### src/rtl/msi_xlate_pkg.sv
package msi_xlate_pkg;

  localparam int FRAME_BYTES = 4096;
  localparam int ADDR_W      = $clog2(FRAME_BYTES);
  localparam int DATA_W      = 32;
  localparam int STRB_W      = DATA_W / 8;
  localparam int ID_W        = 10;
  localparam int ID_OFFSET   = 32;
  localparam int MAX_LINES   = 128;
  localparam int ID_LIMIT    = 1020;

  localparam logic [ADDR_W-1:0] OFS_TYPE     = 12'h008;
  localparam logic [ADDR_W-1:0] OFS_BELL     = 12'h040;
  localparam logic [ADDR_W-1:0] OFS_IDENT    = 12'hFCC;
  localparam logic [ADDR_W-1:0] OFS_ZERO_LO  = 12'hFD0;
  localparam logic [ADDR_W-1:0] OFS_ZERO_HI  = 12'hFFC;

  localparam logic [STRB_W-1:0] STRB_WORD    = 4'b1111;
  localparam logic [STRB_W-1:0] STRB_HALF_LO = 4'b0011;

  typedef enum logic [2:0] {
    ACC_NONE,
    ACC_RD_TYPE,
    ACC_RD_IDENT,
    ACC_RD_ZERO,
    ACC_WR_BELL,
    ACC_BAD
  } acc_kind_e;

endpackage

### src/rtl/msi_access_decode.sv
module msi_access_decode
  import msi_xlate_pkg::*;
(
  input  logic              rd,
  input  logic              wr,
  input  logic [ADDR_W-1:0] addr,
  input  logic [STRB_W-1:0] be,
  output acc_kind_e         kind
);

  logic aligned;
  logic in_zero_area;

  assign aligned      = (addr[1:0] == 2'b00);
  assign in_zero_area = aligned && (addr >= OFS_ZERO_LO) && (addr <= OFS_ZERO_HI);

  always_comb begin
    kind = ACC_NONE;
    if (rd && wr) begin
      kind = ACC_BAD;
    end else if (rd) begin
      if (be != STRB_WORD)        kind = ACC_BAD;
      else if (addr == OFS_TYPE)  kind = ACC_RD_TYPE;
      else if (addr == OFS_IDENT) kind = ACC_RD_IDENT;
      else if (in_zero_area)      kind = ACC_RD_ZERO;
      else                        kind = ACC_BAD;
    end else if (wr) begin
      if ((addr == OFS_BELL) && ((be == STRB_WORD) || (be == STRB_HALF_LO)))
        kind = ACC_WR_BELL;
      else
        kind = ACC_BAD;
    end
  end

endmodule

### src/rtl/msi_id_window.sv
module msi_id_window
  import msi_xlate_pkg::*;
#(
  parameter int BASE_ID   = 0,
  parameter int NUM_LINES = 64,
  parameter int IDX_W     = 6
) (
  input  logic [ID_W-1:0]  id,
  output logic             hit,
  output logic [IDX_W-1:0] idx
);

  localparam int FIRST_ID = BASE_ID + ID_OFFSET;

  int offset;

  always_comb begin
    offset = int'(id) - FIRST_ID;
    hit    = (offset >= 0) && (offset < NUM_LINES);
    idx    = IDX_W'(offset);
  end

endmodule

### src/rtl/msi_pulse_bank.sv
module msi_pulse_bank #(
  parameter int NUM_LINES = 64,
  parameter int IDX_W     = 6
) (
  input  logic                 clk,
  input  logic                 rst,
  input  logic                 fire,
  input  logic [IDX_W-1:0]     idx,
  output logic [NUM_LINES-1:0] lines
);

  for (genvar g = 0; g < NUM_LINES; g++) begin : g_line
    always_ff @(posedge clk) begin
      if (rst) lines[g] <= 1'b0;
      else     lines[g] <= fire && (idx == IDX_W'(g));
    end
  end

endmodule

### src/rtl/msi_doorbell_xlate.sv
module msi_doorbell_xlate
  import msi_xlate_pkg::*;
#(
  parameter int          BASE_ID   = 0,
  parameter int          NUM_LINES = 64,
  parameter logic [11:0] ID_CODE   = 12'h2C5
) (
  input  logic                 clk,
  input  logic                 rst,
  input  logic                 bus_rd,
  input  logic                 bus_wr,
  input  logic [11:0]          bus_addr,
  input  logic [3:0]           bus_be,
  input  logic [31:0]          bus_wdata,
  output logic [31:0]          bus_rdata,
  output logic                 bus_err,
  output logic [NUM_LINES-1:0] irq_out
);

  localparam int IDX_W    = (NUM_LINES > 1) ? $clog2(NUM_LINES) : 1;
  localparam int FIRST_ID = BASE_ID + ID_OFFSET;
  localparam logic [DATA_W-1:0] TYPE_WORD  = {16'(FIRST_ID), 16'(NUM_LINES)};
  localparam logic [DATA_W-1:0] IDENT_WORD = {ID_CODE, 20'h0};

  if ((NUM_LINES < 1) || (NUM_LINES > MAX_LINES) || (BASE_ID < 0) ||
      (FIRST_ID + NUM_LINES > ID_LIMIT)) begin : g_bad_params
    $error("msi_doorbell_xlate: illegal BASE_ID/NUM_LINES combination");
  end

  acc_kind_e        kind;
  logic             win_hit;
  logic [IDX_W-1:0] win_idx;
  logic             fire;
  logic             wdata_unused;

  assign wdata_unused = ^bus_wdata[DATA_W-1:ID_W];

  msi_access_decode u_decode (
    .rd   (bus_rd),
    .wr   (bus_wr),
    .addr (bus_addr),
    .be   (bus_be),
    .kind (kind)
  );

  msi_id_window #(
    .BASE_ID   (BASE_ID),
    .NUM_LINES (NUM_LINES),
    .IDX_W     (IDX_W)
  ) u_window (
    .id  (bus_wdata[ID_W-1:0]),
    .hit (win_hit),
    .idx (win_idx)
  );

  assign fire = (kind == ACC_WR_BELL) && win_hit;

  msi_pulse_bank #(
    .NUM_LINES (NUM_LINES),
    .IDX_W     (IDX_W)
  ) u_pulses (
    .clk   (clk),
    .rst   (rst),
    .fire  (fire),
    .idx   (win_idx),
    .lines (irq_out)
  );

  always_ff @(posedge clk) begin
    if (rst) begin
      bus_rdata <= '0;
      bus_err   <= 1'b0;
    end else begin
      bus_err <= (kind == ACC_BAD);
      case (kind)
        ACC_RD_TYPE:  bus_rdata <= TYPE_WORD;
        ACC_RD_IDENT: bus_rdata <= IDENT_WORD;
        default:      bus_rdata <= '0;
      endcase
    end
  end

endmodule

### config.mk
export PLATFORM = sky130hd
export DESIGN_NAME = msi_doorbell_xlate
export DESIGN_NICKNAME = d
export VERILOG_FILES = /design/src/rtl/msi_xlate_pkg.sv /design/src/rtl/msi_access_decode.sv /design/src/rtl/msi_id_window.sv /design/src/rtl/msi_pulse_bank.sv /design/src/rtl/msi_doorbell_xlate.sv
export SDC_FILE = /design/constraint.sdc
export NUM_CORES = 1
export LEC_CHECK = 0
export BUFFER_PORTS_ARGS = -buffer_cell sky130_fd_sc_hd__buf_2
export CORE_MARGIN = 3
export CORE_UTILIZATION = 41
export DETAILED_ROUTE_END_ITERATION = 8
export PLACE_DENSITY_LB_ADDON = 0.15
export SYNTH_ARGS = -nofsm -noshare
export SYNTH_HDL_FRONTEND = slang
export SYNTH_SLANG_ARGS = --single-unit
### constraint.sdc
create_clock -name clk -period 1.45 [get_ports clk]
set_input_delay 0.0725 -clock clk [delete_from_list [all_inputs] [get_ports clk]]
set_output_delay 0.0725 -clock clk [all_outputs]
set_load 0.01 [all_outputs]
==> impl_metrics.env, run 1 <==
export IMPL_hp_class="primary input to register"
export IMPL_ant_nets=0
export IMPL_synth_cell_types=33
export IMPL_grt_pass1_vias=2422
export IMPL_cts_buffers=9
export IMPL_grt_overflow_total=0
export IMPL_fp_dieW_microns=92.1
export IMPL_crit_family="buffers and inverters"
export IMPL_period_needed_ns=1.38
export IMPL_yosys_area_share_simple_pct=38.4
export IMPL_synth_compound_area_share_pct=2.14
export IMPL_fp_dieH_microns=92.1
export IMPL_synth_top_family_by_area="simple AND/OR/NAND/NOR gates"
export IMPL_syn_instance_count=313
export IMPL_via_count=2611
export IMPL_dp_slack_ns=-0.281
export IMPL_yosysTopAreaCellShare_pct=44.1
export IMPL_drt_iter0_markers=75
export IMPL_hpwl_microns=5560
export IMPL_crit_chain="dlygate4sd3_1 > buf_2 > nor3b_4 > clkbuf_4 > nand2_1 > nor4_2"
export IMPL_design_core_area_sq_um=6980
export IMPL_fillers=660
export IMPL_seq_area_frac_synth_pct=44.1
export IMPL_cts_buffer_depth=2
export IMPL_grt_max_degree=40
export IMPL_yosys_area_share_adder_pct=0.412
export IMPL_utilization_pct=58.0
export IMPL_finalCritPeriodShare_pct=95.3
export IMPL_maxCapViolations=0
export IMPL_num_antenna_cells=0
export IMPL_max_freq_mhz=724
export IMPL_grt_pass1_wl_microns=12000
export IMPL_crit_required_ns=1.69
export IMPL_worstPathMaxFanout=8
export IMPL_via_per_inst=4.84
export IMPL_cp_arrival_ns=1.62
export IMPL_drt_wl_total_microns=7750
export IMPL_synth_area_leader_cell="dfxtp_1"
export IMPL_area_growth_pct=33.2
export IMPL_rsz0062_at_grt="true"
export IMPL_die_area_sq_um=8490
export IMPL_avgSynthCellArea_sq_um=9.71
export IMPL_drive_gt1_share_pct=49.1
export IMPL_crit_path_top_delay_cell="dlygate4sd3_1"
export IMPL_synth_warnings=0
export IMPL_portBuffers=101
export IMPL_final_hold_viol_count=0
export IMPL_setup_violations=0
export IMPL_antenna_found_initial=0
export IMPL_syn_area_sq_um=3040
export IMPL_synth_area_leaders="dfxtp_1, nor4_2, nand2_1"
export IMPL_outcome="finished, final reports clean"
export IMPL_total_power_uw=3780
export IMPL_h_tree_depth=3
export IMPL_cts_tree="done"
export IMPL_max_stage_delay_ns=0.54
export IMPL_powerDensity_nw_per_um2=934
export IMPL_end_kind="register"
export IMPL_track_usage_pct=17.9
export IMPL_final_nets=492
export IMPL_cts_root_buf="clkbuf_8"
export IMPL_crit_buf_inv=3
export IMPL_seq_area_sq_um=1340
export IMPL_slew_violations=0
export IMPL_vdd_drop_max_mv=0.483
export IMPL_critPathLaunchType="primary input"
export IMPL_p_leak_uw=0.00166
export IMPL_cts_sinks=67
export IMPL_synth_mux_area_share_pct=0
export IMPL_place_gp_congestion=0.928
export IMPL_critical_path_class="primary input to register"
export IMPL_ys_seq_elements=67
export IMPL_multi_input_area_sq_um=1450
export IMPL_drc=0
export IMPL_rows=30
export IMPL_start_util_pct=43.5
export IMPL_wl_per_cell_microns=14.4
export IMPL_cts_clk_slew_worst_paths_ns=0.07
export IMPL_dr_pass1_iters=4
export IMPL_setup_ws_ns=0.0679
export IMPL_ioPinCount=149
export IMPL_synth_xor_area_share_pct=0.288
## what timing repair did
| item | in CTS | in global routing |
|---|---|---|
| gates resized for setup | 0 | 14 |
| setup buffers | 0 | 2 |
| endpoints found under the hold margin | 2 | 0 |
| endpoints found under the setup margin | 0 | 38 |
| hold buffers | 1 | 0 |
## metal layers
| metal | routed length (microns) | vias up | GRT usage [%] |
|---|---|---|---|
| met3 | 412 | 12 | 3.77 |
| met5 | 0 | - | 0 |
| li1 | - | 1304 | - |
| met1 | 3430 | 1214 | 23.4 |
| met4 | 139 | 0 | 7.55 |
| met2 | 3780 | 81 | 28.5 |
## per-stage QoR
stage	setup TNS (ns)	hold WS [ns]	instance area, sq um	instances
finish	0	0.210	4050	540
global route	-0.0387	0.217	4050	540
CTS	0	0.194	3960	537
detailed placement	-13.00	0.346	3750	520
global placement	-10.53	0.336	3750	520
floorplan	-0.103	0.261	3160	337
## cells by family after synthesis
| kind of cell | after synthesis |
|---|---|
| AO/OA/AOI/OAI | 9 |
| XOR/XNOR | 1 |
| adder cells (fa/ha/maj) | 1 |
| buffers and inverters | 58 |
| flip-flops | 67 |
| other | 1 |
| AND/OR/NAND/NOR | 176 |
## cell usage after synthesis
cell type,count
nand4_1,2
nand4b_2,1
nor3b_1,2
buf_4,30
o41ai_1,1
xnor2_1,1
nand2b_1,5
nand2_1,70
o21ai_0,1
o31ai_1,2
nor2_1,11
dfxtp_1,67
o21a_1,1
nor4_1,26
nor4_2,41
o31a_1,1
buf_2,7
or4_4,1
a21oi_1,1
and4b_1,1
a211oi_1,2
and4_1,1
buf_12,5
buf_8,2
ha_1,1
clkbuf_1,12
nor3_1,10
nand3_1,2
and2_1,1
or3_1,1
inv_1,2
nor4bb_1,1
conb_1,1
## cell usage in the layout, fill, tap and decap left out, types with 5 or more instances in the layout
cell type    n
buf_12       7
buf_2      101
buf_4       37
clkbuf_8    10
conb_1      25
dfxtp_1     67
nand2_1     69
nand2b_1     5
nor2_1      11
nor3_1      10
nor4_1      20
nor4_2      45
## layout make-up
type                    instances  area share (%)
flip-flops and latches         67            33.1
clock buffers                  11            3.49
well taps                      96            2.97
inverters                       2           0.185
repair buffers                147            23.2
multi-input cells             212            35.7
clock inverters                 5            1.30
## power by group
group	switching [uW]	internal, uW	leakage, uW
registers	1.14	1840	0.000540
logic	269	156	0.00102
clock network	680	832	0.0000991
## final timing paths
path | from | end | slack (ns) | depth (start not counted)
max | rst | u_pulses.lines[30]$_SDFF_PP0_ | 0.07 | 6
min | bus_wdata[9] | u_pulses.lines[49]$_SDFF_PP0_ | 0.21 | 4
## flip-flops by register name (all words and copies together), names as in the netlist
signal / cells
u_pulses.lines: 64
bus_err: 1
bus_rdata: 2
No activity file was read; power rests on OpenSTA's default activity.
==> run 2: changes to the inputs <==
--- a/config.mk
+++ b/config.mk
@@ -6,10 +6,12 @@
 export NUM_CORES = 1
 export LEC_CHECK = 0
 export BUFFER_PORTS_ARGS = -buffer_cell sky130_fd_sc_hd__buf_2
+export CORE_ASPECT_RATIO = 1.5
 export CORE_MARGIN = 3
 export CORE_UTILIZATION = 41
 export DETAILED_ROUTE_END_ITERATION = 8
 export PLACE_DENSITY_LB_ADDON = 0.15
+export SLEW_MARGIN = 15
 export SYNTH_ARGS = -nofsm -noshare
 export SYNTH_HDL_FRONTEND = slang
 export SYNTH_SLANG_ARGS = --single-unit
==> constraint.sdc (replaced) <==
create_clock -name clk -period 1.15 [get_ports clk]
set_input_delay 0.0575 -clock clk [delete_from_list [all_inputs] [get_ports clk]]
set_output_delay 0.0575 -clock clk [all_outputs]
set_load 0.01 [all_outputs]
==> run 2 against run 1 <==
The flow now finishes with violations (negative setup slack). Global-route usage up 1.6 points. First-iteration DRC count grew 110%. Combinational power grew 92%. Worst hold slack got worse by 0.092 ns. Wire length grew 18%.
==> impl_metrics.env, run 2 (synthesis gave the netlist of run 1 again) <==
export IMPL_power_frac_comb_pct=16.8
export IMPL_period_needed_ns=1.31
export IMPL_largest_reg_flops=64
export IMPL_dr_wl_met3_microns=607
export IMPL_drive_gt1_share_pct=56.9
export IMPL_place_area_sq_um=3850
export IMPL_crit_path_top_delay_cell="nor4_4"
export IMPL_hpwl_microns=5810
export IMPL_powerDensity_nw_per_um2=993
export IMPL_crit_family="simple AND/OR/NAND/NOR gates"
export IMPL_drc=0
export IMPL_p_seq_share_pct=48.1
export IMPL_setup_ws_ns=-0.162
export IMPL_drt_iter0_markers=154
export IMPL_outcome="complete, but fails checks"
export IMPL_swShare_pct=26.9
export IMPL_maxCapViolations=0
export IMPL_area_growth_pct=60.0
export IMPL_multi_input_area_sq_um=1740
export IMPL_p_switching_uw=1300
export IMPL_rows=37
export IMPL_cts_tree="done"
export IMPL_dp_slack_ns=-0.520
export IMPL_fp_dieH_microns=111
export IMPL_ant_nets=0
export IMPL_max_freq_mhz=762
export IMPL_grt_max_degree=29
export IMPL_crit_chain="buf_6 > nor4_4 > buf_4 > nand2_2 > o31ai_4 > nand2_4 > clkbuf_16 > nor4_2"
export IMPL_fin_area_sq_um=4860
export IMPL_worstPathMaxFanout=10
export IMPL_critical_path_class="primary input to register"
export IMPL_p_int_uw=3530
export IMPL_grt_overflow_total=0
export IMPL_crit_required_ns=1.40
export IMPL_p_leak_uw=0.00194
export IMPL_via_count=2883
export IMPL_grt_pass1_wl_microns=13100
export IMPL_track_usage_pct=19.5
export IMPL_crit_buf_inv=3
export IMPL_hold_depth=2
export IMPL_finalCritPeriodShare_pct=114
export IMPL_ioPinCount=149
export IMPL_final_hold_viol_count=0
export IMPL_design_core_area_sq_um=7040
export IMPL_rsz0062_at_grt="true"
export IMPL_via_per_inst=5.12
export IMPL_portBuffers=101
export IMPL_cts_buffers=9
export IMPL_num_antenna_cells=0
export IMPL_cts_root_buf="clkbuf_8"
export IMPL_die_area_sq_um=8510
export IMPL_wl_per_cell_microns=16.2
export IMPL_antenna_found_initial=0
export IMPL_slew_violations=0
export IMPL_cp_arrival_ns=1.56
export IMPL_setup_violations=67
export IMPL_top_register="u_pulses.lines"
export IMPL_fp_dieW_microns=76.3
export IMPL_dr_pass1_iters=4
export IMPL_end_kind="register"
export IMPL_top_regs="u_pulses.lines: 64 flops, bus_rdata: 2 flops, bus_err: 1 flops"
export IMPL_violations="negative setup slack"
export IMPL_seq_area_sq_um=1340
export IMPL_cts_buffer_depth=2
export IMPL_vdd_drop_max_mv=0.558
export IMPL_final_common_cell="buf_2"
export IMPL_dr_max_layer_used="met4"
export IMPL_setup_worst_path_start="bus_addr[5]"
export IMPL_hp_class="primary input to register"
export IMPL_place_gp_congestion=0.877
export IMPL_cts_clk_slew_worst_paths_ns=0.07
export IMPL_worstSetupPathDepth=8
export IMPL_h_tree_depth=3
export IMPL_m1WireLength_microns=3190
export IMPL_p_clk_share_pct=35.1
export IMPL_grt_pass1_vias=2710
export IMPL_final_nets=514
export IMPL_fillers=539
export IMPL_total_power_uw=4830
export IMPL_critPathLaunchType="primary input"
export IMPL_start_util_pct=43.2
export IMPL_layout_common_cells="buf_2, nand2_1, dfxtp_1"
export IMPL_route_met2_wl_microns=5100
export IMPL_endpoint="u_pulses.lines[57]$_SDFF_PP0_"
export IMPL_max_stage_delay_ns=0.32
export IMPL_drt_wl_total_microns=9150
export IMPL_setup_tns_ns=-7.56
export IMPL_utilization_pct=69.1
export IMPL_cts_sinks=67
[run 2: cell count changes in the layout (fill, tap and decap cells not counted), sizes merged]
cell,change
bufinv,-1
clkbuf,+7
bufbuf,+1
buf,+15
[run 2: stage by stage]
stage,instances,hold slack [ns]
finish,563,0.118
global route,563,0.106
CTS,554,0.0985
detailed placement,531,0.348
global placement,531,0.350
floorplan,337,0.246
[run 2: worst min path at each step]
stage	endpoint	startpoint	slack, ns
2_1_floorplan	u_pulses.lines[16]$_SDFF_PP0_	bus_wdata[2]	0.25
3_3_place_gp	bus_err$_SDFF_PP0_	rst	0.35
3_5_place_dp	bus_rdata[27]$_SDFF_PP0_	rst	0.35
4_1_cts	bus_rdata[21]$_SDFF_PP0_	rst	0.1
5_1_grt	bus_rdata[21]$_SDFF_PP0_	rst	0.11
6_report	bus_rdata[21]$_SDFF_PP0_	rst	0.12
[run 2: repair_timing]
action,CTS,global route
pin swaps,1,3
hold endpoints to repair,2,0
resized for setup,41,49
setup buffers,3,2
hold buffers,1,0
cloned,3,7
endpoints found under the setup margin,65,67
[run 2: area by class of cell]
class	instances	share of cell area (%)
Clock buffer	12	2.98
Sequential cell	67	27.6
Multi-Input combinational cell	212	35.7
Timing Repair Buffer	169	30.4
Tap cell	97	2.49
Inverter	2	0.257
Clock inverter	4	0.540
[run 2: routing by layer]
metal	up-vias	track usage [%]
met5	-	0
met4	0	8.83
met3	21	4.53
met2	133	35.6
met1	1380	20.9
li1	1349	-
[run 2: power groups by stage]
stage                     logic (uW)  registers [uW]  clock network [uW]
final                            814            2320                1690
after CTS                        642            2320                1710
after floorplan                  388            2380                   0
after global placement           525            2380                   0
after detailed placement         530            2380                   0
after global routing             856            2320                1860
